$ cat src/rtl/prbs_bist_pkg.sv
package prbs_bist_pkg;

    localparam int unsigned HIST_W    = 15;
    localparam int unsigned LONG_LEN  = 15;
    localparam int unsigned SHORT_LEN = 9;
    localparam int unsigned LONG_TAP_A  = 14;
    localparam int unsigned LONG_TAP_B  = 13;
    localparam int unsigned SHORT_TAP_A = 8;
    localparam int unsigned SHORT_TAP_B = 4;
    localparam int unsigned LEN_W     = 4;

    typedef logic [HIST_W-1:0] hist_t;

    // Next bit of the selected recurrence; h[0] is the newest bit.
    function automatic logic prbs_next(input hist_t h, input logic long_sel);
        logic b;
        if (long_sel) b = h[LONG_TAP_A] ^ h[LONG_TAP_B];
        else          b = h[SHORT_TAP_A] ^ h[SHORT_TAP_B];
        return b;
    endfunction

    function automatic logic [LEN_W-1:0] seq_len(input logic long_sel);
        return long_sel ? LEN_W'(LONG_LEN) : LEN_W'(SHORT_LEN);
    endfunction

endpackage

$ cat src/rtl/prbs_bist_ctrl.sv
module prbs_bist_ctrl (
    input  logic clk_i,
    input  logic rst_ni,
    input  logic start_i,
    input  logic seq_long_i,
    output logic restart_o,
    output logic run_o,
    output logic long_o
);

    typedef struct packed {
        logic start_seen;
        logic run;
        logic long_sel;
    } ctrl_t;

    ctrl_t ctl_d, ctl_q;
    logic  rise;

    always_comb begin
        ctl_d            = ctl_q;
        rise             = start_i && !ctl_q.start_seen;
        ctl_d.start_seen = start_i;
        if (rise) begin
            ctl_d.run      = 1'b1;
            ctl_d.long_sel = seq_long_i;
        end else if (!start_i) begin
            ctl_d.run = 1'b0;
        end
    end

    always_ff @(posedge clk_i or negedge rst_ni) begin
        if (!rst_ni) ctl_q <= '0;
        else         ctl_q <= ctl_d;
    end

    assign restart_o = rise;
    assign run_o     = ctl_q.run;
    assign long_o    = ctl_q.long_sel;

endmodule

$ cat src/rtl/prbs_bist_gen.sv
module prbs_bist_gen
    import prbs_bist_pkg::*;
#(
    parameter hist_t SEED = '1
) (
    input  logic clk_i,
    input  logic rst_ni,
    input  logic restart_i,
    input  logic shift_i,
    input  logic long_i,
    output logic bit_o
);

    hist_t hist_d, hist_q;
    logic  nxt;

    always_comb begin
        hist_d = hist_q;
        nxt    = prbs_next(hist_q, long_i);
        if (restart_i)    hist_d = SEED;
        else if (shift_i) hist_d = {hist_q[HIST_W-2:0], nxt};
    end

    always_ff @(posedge clk_i or negedge rst_ni) begin
        if (!rst_ni) hist_q <= SEED;
        else         hist_q <= hist_d;
    end

    assign bit_o = nxt;

endmodule

$ cat src/rtl/prbs_bist_chk.sv
module prbs_bist_chk
    import prbs_bist_pkg::*;
#(
    parameter int unsigned WIN_BITS = 64
) (
    input  logic clk_i,
    input  logic rst_ni,
    input  logic restart_i,
    input  logic run_i,
    input  logic long_i,
    input  logic rx_valid_i,
    input  logic rx_bit_i,
    output logic done_o,
    output logic fail_o
);

    localparam int unsigned CNT_W = $clog2(WIN_BITS + 1);

    typedef struct packed {
        logic [LEN_W-1:0] sync_cnt;
        hist_t            hist;
        logic [CNT_W-1:0] chk_cnt;
        logic             done;
        logic             fail;
    } chk_t;

    chk_t chk_d, chk_q;
    logic take;
    logic synced;
    logic predicted;

    always_comb begin
        chk_d     = chk_q;
        take      = run_i && !chk_q.done && rx_valid_i;
        synced    = (chk_q.sync_cnt == seq_len(long_i));
        predicted = prbs_next(chk_q.hist, long_i);
        if (restart_i) begin
            chk_d = '0;
        end else if (take) begin
            if (!synced) begin
                chk_d.sync_cnt = chk_q.sync_cnt + 1'b1;
            end else begin
                if (predicted != rx_bit_i) chk_d.fail = 1'b1;
                chk_d.chk_cnt = chk_q.chk_cnt + 1'b1;
                if (chk_q.chk_cnt == CNT_W'(WIN_BITS - 1)) chk_d.done = 1'b1;
            end
            chk_d.hist = {chk_q.hist[HIST_W-2:0], rx_bit_i};
        end
    end

    always_ff @(posedge clk_i or negedge rst_ni) begin
        if (!rst_ni) chk_q <= '0;
        else         chk_q <= chk_d;
    end

    assign done_o = chk_q.done;
    assign fail_o = chk_q.fail;

endmodule

$ cat src/rtl/prbs_bist.sv
module prbs_bist
    import prbs_bist_pkg::*;
#(
    parameter int unsigned WIN_BITS = 64,
    parameter hist_t       SEED     = '1
) (
    input  logic clk_i,
    input  logic rst_ni,
    input  logic start_i,
    input  logic seq_long_i,
    output logic tx_bit_o,
    output logic tx_valid_o,
    input  logic rx_bit_i,
    input  logic rx_valid_i,
    output logic done_o,
    output logic fail_o,
    output logic pass_o
);

    logic restart;
    logic run;
    logic long_sel;
    logic done;
    logic fail;
    logic emit;

    prbs_bist_ctrl u_ctrl (
        .clk_i     (clk_i),
        .rst_ni    (rst_ni),
        .start_i   (start_i),
        .seq_long_i(seq_long_i),
        .restart_o (restart),
        .run_o     (run),
        .long_o    (long_sel)
    );

    assign emit = run && !done;

    prbs_bist_gen #(.SEED(SEED)) u_gen (
        .clk_i    (clk_i),
        .rst_ni   (rst_ni),
        .restart_i(restart),
        .shift_i  (emit),
        .long_i   (long_sel),
        .bit_o    (tx_bit_o)
    );

    prbs_bist_chk #(.WIN_BITS(WIN_BITS)) u_chk (
        .clk_i     (clk_i),
        .rst_ni    (rst_ni),
        .restart_i (restart),
        .run_i     (run),
        .long_i    (long_sel),
        .rx_valid_i(rx_valid_i),
        .rx_bit_i  (rx_bit_i),
        .done_o    (done),
        .fail_o    (fail)
    );

    assign tx_valid_o = emit;
    assign done_o     = done;
    assign fail_o     = fail;
    assign pass_o     = done && !fail;

endmodule

$ cat config.mk
export PLATFORM = sky130hd
export DESIGN_NAME = prbs_bist
export DESIGN_NICKNAME = d
export VERILOG_FILES = /design/src/rtl/prbs_bist_pkg.sv /design/src/rtl/prbs_bist_ctrl.sv /design/src/rtl/prbs_bist_gen.sv /design/src/rtl/prbs_bist_chk.sv /design/src/rtl/prbs_bist.sv
export SDC_FILE = /design/constraint.sdc
export NUM_CORES = 1
export LEC_CHECK = 0
export BUFFER_PORTS_ARGS = -buffer_cell sky130_fd_sc_hd__buf_4
export CAP_MARGIN = 20
export CORE_MARGIN = 2
export CORE_UTILIZATION = 55
export CTS_BUF_LIST = sky130_fd_sc_hd__clkbuf_2 sky130_fd_sc_hd__clkbuf_4 sky130_fd_sc_hd__clkbuf_8
export CTS_CLUSTER_DIAMETER = 40
export DETAILED_ROUTE_END_ITERATION = 10
export PLACE_DENSITY_LB_ADDON = 0.2
export SLEW_MARGIN = 20
export SYNTH_ARGS = -nofsm -noshare
export SYNTH_HDL_FRONTEND = slang
export SYNTH_SLANG_ARGS = --single-unit
$ cat constraint.sdc
create_clock -name clk_i -period 1.74 [get_ports clk_i]
set_input_delay 0.087 -clock clk_i [delete_from_list [all_inputs] [get_ports clk_i]]
set_output_delay 0.087 -clock clk_i [all_outputs]
set_load 0.01 [all_outputs]
Word level (Yosys, flattened, before mapping):

Index checks and enable logic that the tools add are counted.

* flip-flop bits (word level): 46
* input bits: 6
* output and inout bits: 5
* word-level logic and storage cells: 49

* add/subtract/negate cells: 2
* equal/unequal tests: 5
* multiplexer cells: 13
* bitwise gates (word level): 4
* reductions and logical operators: 16

Operators with widths (count)
* 28-bit 2-to-1 mux: 2
* 15-bit 2-to-1 mux: 2
* 2-bit nonzero test: 5
* 9-bit 2-to-1 mux: 1
* 7-bit by 1-bit adder with 7-bit output (second input constant): 1
* 7-bit by 6-bit == test with 1-bit output (second input constant): 1
* 1-bit 2-to-1 mux: 6
* 3-bit AND reduction: 2
* 4-bit by 1-bit adder with 4-bit output (second input constant): 1
* 4-bit == test: 1
* 1-bit logical AND: 4
* 4-bit 2-to-1 mux: 1
* 2-bit AND reduction: 2
* 1-bit XOR: 4
* 1-bit zero test: 3
* 3-bit 2-to-1 mux: 1
* 2-bit by 1-bit inequality test with 1-bit output (second input constant): 1
* 2-bit inequality test (second input constant): 1
* 1-bit inequality test: 1

Longest topological paths before layout:

* depth in word-level cells: 7
* mapped depth: 6
* mapped depth without buffers: 5

Cells and area by module:

Synthesis repeated with hierarchy kept, for this count alone.

* cells, all modules: 203
* area, all modules: 2165.8 um2

By module, submodules not included
* prbs_bist_chk: instances 1, cells each 139, area an instance 1333.8 um2, sequential area each 700.7 um2
* prbs_bist_gen: instances 1, cells each 55, area an instance 701.9 um2, sequential area each 394.1 um2
* prbs_bist_ctrl: instances 1, cells each 7, area an instance 115.1 um2, sequential area each 75.1 um2
* prbs_bist: instances 1, cells each 2, area an instance 15.0 um2, sequential area each 0.0 um2

Least setup slack after synthesis:

Ideal clock, no wire load.

* path kind: register to register
* start: reg u_chk.chk_q, in the netlist u_chk.done_o
* end: reg u_chk.chk_q[7] (netlist name)
* setup time: 78 ps
* arrival: 1579 ps
* required time: 1662 ps
* setup slack: 83 ps
* cell stages (with the launch flop): 7
* buffers on the path: 2
* clock period less this slack: 1657 ps
* path through: dfrtp_1 and3b_1 buf_4 o211ai_2 buf_6 or4_1 a21oi_1

* cells in the longest elaborated chain, start to end: 5

RTL lines
* start: declaration: line prbs_bist_chk.sv:27 `chk_t chk_d, chk_q;`
* start signal: assignment: line prbs_bist_chk.sv:53 `else chk_q <= chk_d;`
* 1-bit zero test: line prbs_bist_chk.sv:34 `take = run_i && !chk_q.done && rx_valid_i;`
* 1-bit logical AND (2 in series): line prbs_bist_chk.sv:34
* 2-bit nonzero test (no line)
* 2-bit AND reduction (no line)

No other way between the ends.
A chain may end at the register's enable or synchronous reset.

Worst setup path after layout:

* start: reg u_chk.chk_q, in the netlist u_chk.done_o
* end: reg u_chk.chk_q[4] (netlist name)

The elaborated chain is that of the path after synthesis.

==> impl_metrics.prom <==
# TYPE chip_impl_metric gauge
chip_impl_metric{name="io-pin-count",unit=""} 11
chip_impl_info{name="synth_commonest_cells",value="68 x sky130_fd_sc_hd__nand2_1, 31 x sky130_fd_sc_hd__dfrtp_1, 22 x sky130_fd_sc_hd__a21oi_1"} 1
chip_impl_metric{name="max_cap_violations",unit=""} 0
chip_impl_info{name="rsz_0062_raised_after_global_routing",value="false"} 1
chip_impl_metric{name="cts_num_sinks",unit=""} 46
chip_impl_metric{name="1st_iter_drt_viols",unit=""} 184
chip_impl_metric{name="clk_path_buf_depth",unit=""} 2
chip_impl_metric{name="layout.filler_cells",unit=""} 324
chip_impl_metric{name="min_delay_path_depth",unit=""} 3
chip_impl_info{name="worstReg2RegEnd",value="u_chk.chk_q[4]$_DFFE_PN0P_"} 1
chip_impl_info{name="synth_top_area_cell",value="sky130_fd_sc_hd__dfrtp_1"} 1
chip_impl_info{name="timing.critical_path.max_delay_family",value="simple AND/OR/NAND/NOR gates"} 1
chip_impl_metric{name="postSynthRegisterBits",unit=""} 46
chip_impl_info{name="crit_path_start_kind",value="register"} 1
chip_impl_metric{name="place_area",unit="um2"} 2200
chip_impl_metric{name="setup_total_negative_slack",unit="ns"} 0
chip_impl_info{name="dominantRegCellSynth",value="sky130_fd_sc_hd__dfrtp_1"} 1
chip_impl_metric{name="critPathRequiredTime",unit="ns"} 1.97
chip_impl_info{name="path_cells",value="and3b_1 -> o211ai_2 -> buf_4 -> or3_2 -> a21oi_1"} 1
chip_impl_metric{name="buffer_ports.inserted",unit=""} 10
chip_impl_metric{name="fin_hold_viols",unit=""} 0
chip_impl_metric{name="regArea",unit="um2"} 1170
chip_impl_metric{name="p_per_area",unit="nW/um2"} 931
chip_impl_metric{name="grt_first_pass_wirelength",unit="mm"} 6.98
chip_impl_metric{name="post-cts-setup-buffer-count",unit=""} 0
chip_impl_metric{name="num_antenna_cells",unit=""} 0
chip_impl_metric{name="setup-violations-final",unit=""} 0
chip_impl_metric{name="post-route-period-util",unit="%"} 95.6
chip_impl_metric{name="crit_path_max_fanout",unit=""} 6
chip_impl_metric{name="syn-mean-instance-area",unit="um2"} 9.34
chip_impl_metric{name="synth-edff-count",unit=""} 0
chip_impl_metric{name="routed-via-count",unit=""} 1597
chip_impl_metric{name="syn_to_final_growth",unit="%"} 12.9
chip_impl_metric{name="fp-row-count",unit=""} 22
chip_impl_metric{name="gp_routability_congestion",unit=""} 0.729
chip_impl_info{name="min_from",value="seq_long_i"} 1
chip_impl_metric{name="track_usage",unit="%"} 21.5
chip_impl_metric{name="synth.lib_cells_used.distinct",unit=""} 35
chip_impl_metric{name="number_of_nets_in_the_finished_design",unit=""} 244
chip_impl_info{name="synth.area.top_cells",value="sky130_fd_sc_hd__dfrtp_1 38%, sky130_fd_sc_hd__dfstp_2 19%, sky130_fd_sc_hd__nand2_1 12%"} 1
chip_impl_metric{name="dp_hpwl",unit="mm"} 2.70
chip_impl_info{name="element_type_at_the_critical_path_end",value="register"} 1
chip_impl_metric{name="synth_top_area_share",unit="%"} 37.6
chip_impl_metric{name="antenna_found_initial",unit=""} 0
chip_impl_info{name="cp-startpoint",value="u_chk.done_o$_DFFE_PN0P_"} 1
chip_impl_metric{name="regToRegSetupSlack",unit="ns"} 0.08
chip_impl_info{name="most_repeated_cell_in_the_gate_level_netlist_after_synthesis",value="sky130_fd_sc_hd__nand2_1"} 1
chip_impl_metric{name="die_height",unit="um"} 65.3
chip_impl_metric{name="routedWlPerCell",unit="um"} 14.0
chip_impl_info{name="worstSetupPathType",value="reg2reg"} 1
chip_impl_info{name="whs_endpoint",value="u_ctrl.long_o$_DFFE_PN0P_"} 1
chip_impl_metric{name="post_synthesis_async_set_or_reset_flop_share",unit="%"} 100
chip_impl_metric{name="critical_path_arrival",unit="ns"} 1.89
chip_impl_metric{name="design.die.area",unit="um2"} 4260
chip_impl_metric{name="tightest_slew",unit="ns"} 0.563
chip_impl_metric{name="detail_route.first_pass.iterations",unit=""} 4
chip_impl_metric{name="grt_remaining_overflow",unit=""} 0
chip_impl_metric{name="synthCells",unit=""} 221
chip_impl_metric{name="count_of_warnings_emitted_by_yosys",unit=""} 0
chip_impl_metric{name="crit_path_max_incr_delay",unit="ns"} 0.40
chip_impl_metric{name="synth.yosys.seq_area_share",unit="%"} 56.7
chip_impl_metric{name="finalMaxSlewViolations",unit=""} 0
chip_impl_metric{name="peak_supply_drop",unit="V"} 0.000578
chip_impl_metric{name="postLayoutCellArea",unit="um2"} 2330
chip_impl_info{name="critical-path-slowest-cell",value="sky130_fd_sc_hd__or3_2"} 1
chip_impl_metric{name="post_drt_via_cell_ratio",unit=""} 5.60
chip_impl_info{name="run_status",value="finished, final reports clean"} 1
chip_impl_metric{name="drtAntennaViolNets",unit=""} 0
chip_impl_metric{name="effective_utilization_at_floorplan",unit="%"} 56.8
chip_impl_metric{name="fmaxAchievable",unit="MHz"} 601
chip_impl_metric{name="syn_nets",unit=""} 229
chip_impl_metric{name="multiInputGateArea",unit="um2"} 816
chip_impl_metric{name="vias_in_the_first_global_route",unit=""} 1584
chip_impl_info{name="startpoint_of_the_worst_slack_reg_to_reg_timing_path",value="u_chk.done_o$_DFFE_PN0P_"} 1
chip_impl_metric{name="mappedNetlistArea",unit="um2"} 2060
chip_impl_metric{name="layout-drive-gt1-share",unit="%"} 21.5
chip_impl_metric{name="die_x_extent",unit="um"} 65.3
chip_impl_metric{name="worst-r2r-cell-count",unit=""} 5
chip_impl_metric{name="final_period_minus_worst_setup_slack",unit="ns"} 1.66
chip_impl_metric{name="coreArea",unit="um2"} 3630
chip_impl_metric{name="timing.critical_path.buf_inv",unit=""} 1
chip_impl_metric{name="tritoncts.num_buffers",unit=""} 5
chip_impl_metric{name="timing.slew.headroom",unit="%"} 62.5
chip_impl_metric{name="clk_latency",unit="ns"} 0.30
chip_impl_info{name="tritoncts",value="built"} 1
chip_impl_metric{name="drt_drc_violations_left",unit=""} 0
chip_impl_info{name="root_buf_cell",value="sky130_fd_sc_hd__clkbuf_8"} 1
chip_impl_metric{name="finalClockSkew",unit="ns"} 0.00962
chip_impl_metric{name="clock_transition_at_the_register_clock_pins_on_the_worst_setup_and_hold_paths_after_cts",unit="ns"} 0.08
chip_impl_info{name="holdCritPathClass",value="in2reg"} 1
chip_impl_metric{name="cts-htree-levels",unit=""} 2
chip_impl_metric{name="power.static_leakage",unit="uW"} 0.00106
chip_impl_metric{name="maximum_number_of_pins_on_one_net_before_global_route_repair",unit=""} 47
chip_impl_metric{name="totalWireLength",unit="mm"} 4.00
==> power by group <==
group	switching [uW]	internal [uW]	total, uW
Combinational	148	105	254
Sequential	53.7	1180	1230
Clock	344	336	680
==> per-layer routing <==
metal | vias up | GRT usage (%) | part of all wire, %
li1 | 772 | - | -
met1 | 780 | 26.0 | 45
met2 | 34 | 34.1 | 49
met3 | 11 | 6.51 | 4.0
met4 | 0 | 12.5 | 2.4
met5 | - | 0 | 0
==> worst max path at each step <==
| stage | cells past startpoint | to | slack (ns) |
|---|---|---|---|
| after detailed placement | 5 | u_chk.chk_q[4]$_DFFE_PN0P_ | 0.09 |
| final | 5 | u_chk.chk_q[4]$_DFFE_PN0P_ | 0.08 |
| after global routing | 4 | u_chk.done_o$_DFFE_PN0P_ | 0.01 |
| after global placement | 5 | u_chk.chk_q[4]$_DFFE_PN0P_ | 0.17 |
| after CTS | 5 | u_chk.chk_q[4]$_DFFE_PN0P_ | 0.06 |
| after floorplan | 6 | u_chk.chk_q[7]$_DFFE_PN0P_ | 0.08 |
==> final cells by class <==
type,instances,area share [%]
repair buffers,21,7.15
inverters,5,0.806
well taps,48,2.58
clock buffers,7,3.87
multi-input cells,157,35.0
clock inverters,1,0.215
flip-flops and latches,46,50.3
==> cell usage in the layout, fill, tap and decap left out, types with 2 or more instances in the layout <==
| master | netlist | layout |
|---|---|---|
| sky130_fd_sc_hd__a31oi_1 | 2 | 2 |
| sky130_fd_sc_hd__nand2_1 | 68 | 68 |
| sky130_fd_sc_hd__dlygate4sd3_1 | 0 | 2 |
| sky130_fd_sc_hd__or4_1 | 2 | 2 |
| sky130_fd_sc_hd__o31ai_1 | 2 | 2 |
| sky130_fd_sc_hd__dfrtp_2 | 0 | 2 |
| sky130_fd_sc_hd__or3_2 | 3 | 3 |
| sky130_fd_sc_hd__inv_1 | 5 | 5 |
| sky130_fd_sc_hd__nor2_1 | 4 | 4 |
| sky130_fd_sc_hd__nand3_1 | 19 | 19 |
| sky130_fd_sc_hd__buf_4 | 1 | 18 |
| sky130_fd_sc_hd__a21oi_1 | 22 | 22 |
| sky130_fd_sc_hd__dfrtp_1 | 31 | 29 |
| sky130_fd_sc_hd__clkbuf_8 | 0 | 6 |
| sky130_fd_sc_hd__dfstp_2 | 15 | 15 |
| sky130_fd_sc_hd__ha_1 | 2 | 2 |
| sky130_fd_sc_hd__nand4_1 | 2 | 2 |
| sky130_fd_sc_hd__xnor2_1 | 4 | 4 |
| sky130_fd_sc_hd__nor3_1 | 2 | 2 |
| sky130_fd_sc_hd__o21ai_0 | 7 | 7 |
| sky130_fd_sc_hd__a211oi_1 | 2 | 2 |
==> metrics by stage <==
stage	hold slack [ns]	cells	utilization, %	setup slack (ns)	total power, uW
2_1_floorplan	-0.209	221	-	0.0833	1400
3_3_place_gp	0.109	275	60.6	0.168	1480
3_5_place_dp	0.117	275	60.6	0.0887	1500
4_1_cts	0.00842	285	63.7	0.0608	2180
5_1_grt	0.0207	285	64.1	0.0105	2280
6_report	0.0114	285	64.1	0.0771	2170
==> state kept, by name (all words and copies together) (netlist names) <==
register,count
u_chk.chk_q,26
u_gen.hist_q,15
u_chk.done_o,1
u_chk.fail_o,1
u_ctrl.ctl_q,1
u_ctrl.long_o,1
u_ctrl.run_o,1
==> worst reg2reg max path, stage by stage, from the launching register on <==
cell and delay (ns):
sky130_fd_sc_hd__dfrtp_1 0.39, sky130_fd_sc_hd__and3b_1 0.28, sky130_fd_sc_hd__o211ai_2 0.16, sky130_fd_sc_hd__buf_4 0.18, sky130_fd_sc_hd__or3_2 0.40, sky130_fd_sc_hd__a21oi_1 0.17
==> timing repair <==
action                     CTS  global route
hold endpoints to repair    32             0
resized for setup            0             4
hold buffers                 2             0
setup endpoints to repair    0             4
==> kinds of logic after synthesis <==
| group | synth area share (%) |
|---|---|
| compound gates | 11.9 |
| xor+xnor | 2.12 |
| flops | 56.7 |
| mux | 0.485 |
| fa+ha+maj | 1.21 |
| simple gates | 23.4 |
| buf+inv | 4.18 |
(Power assumes the default switching activity.)
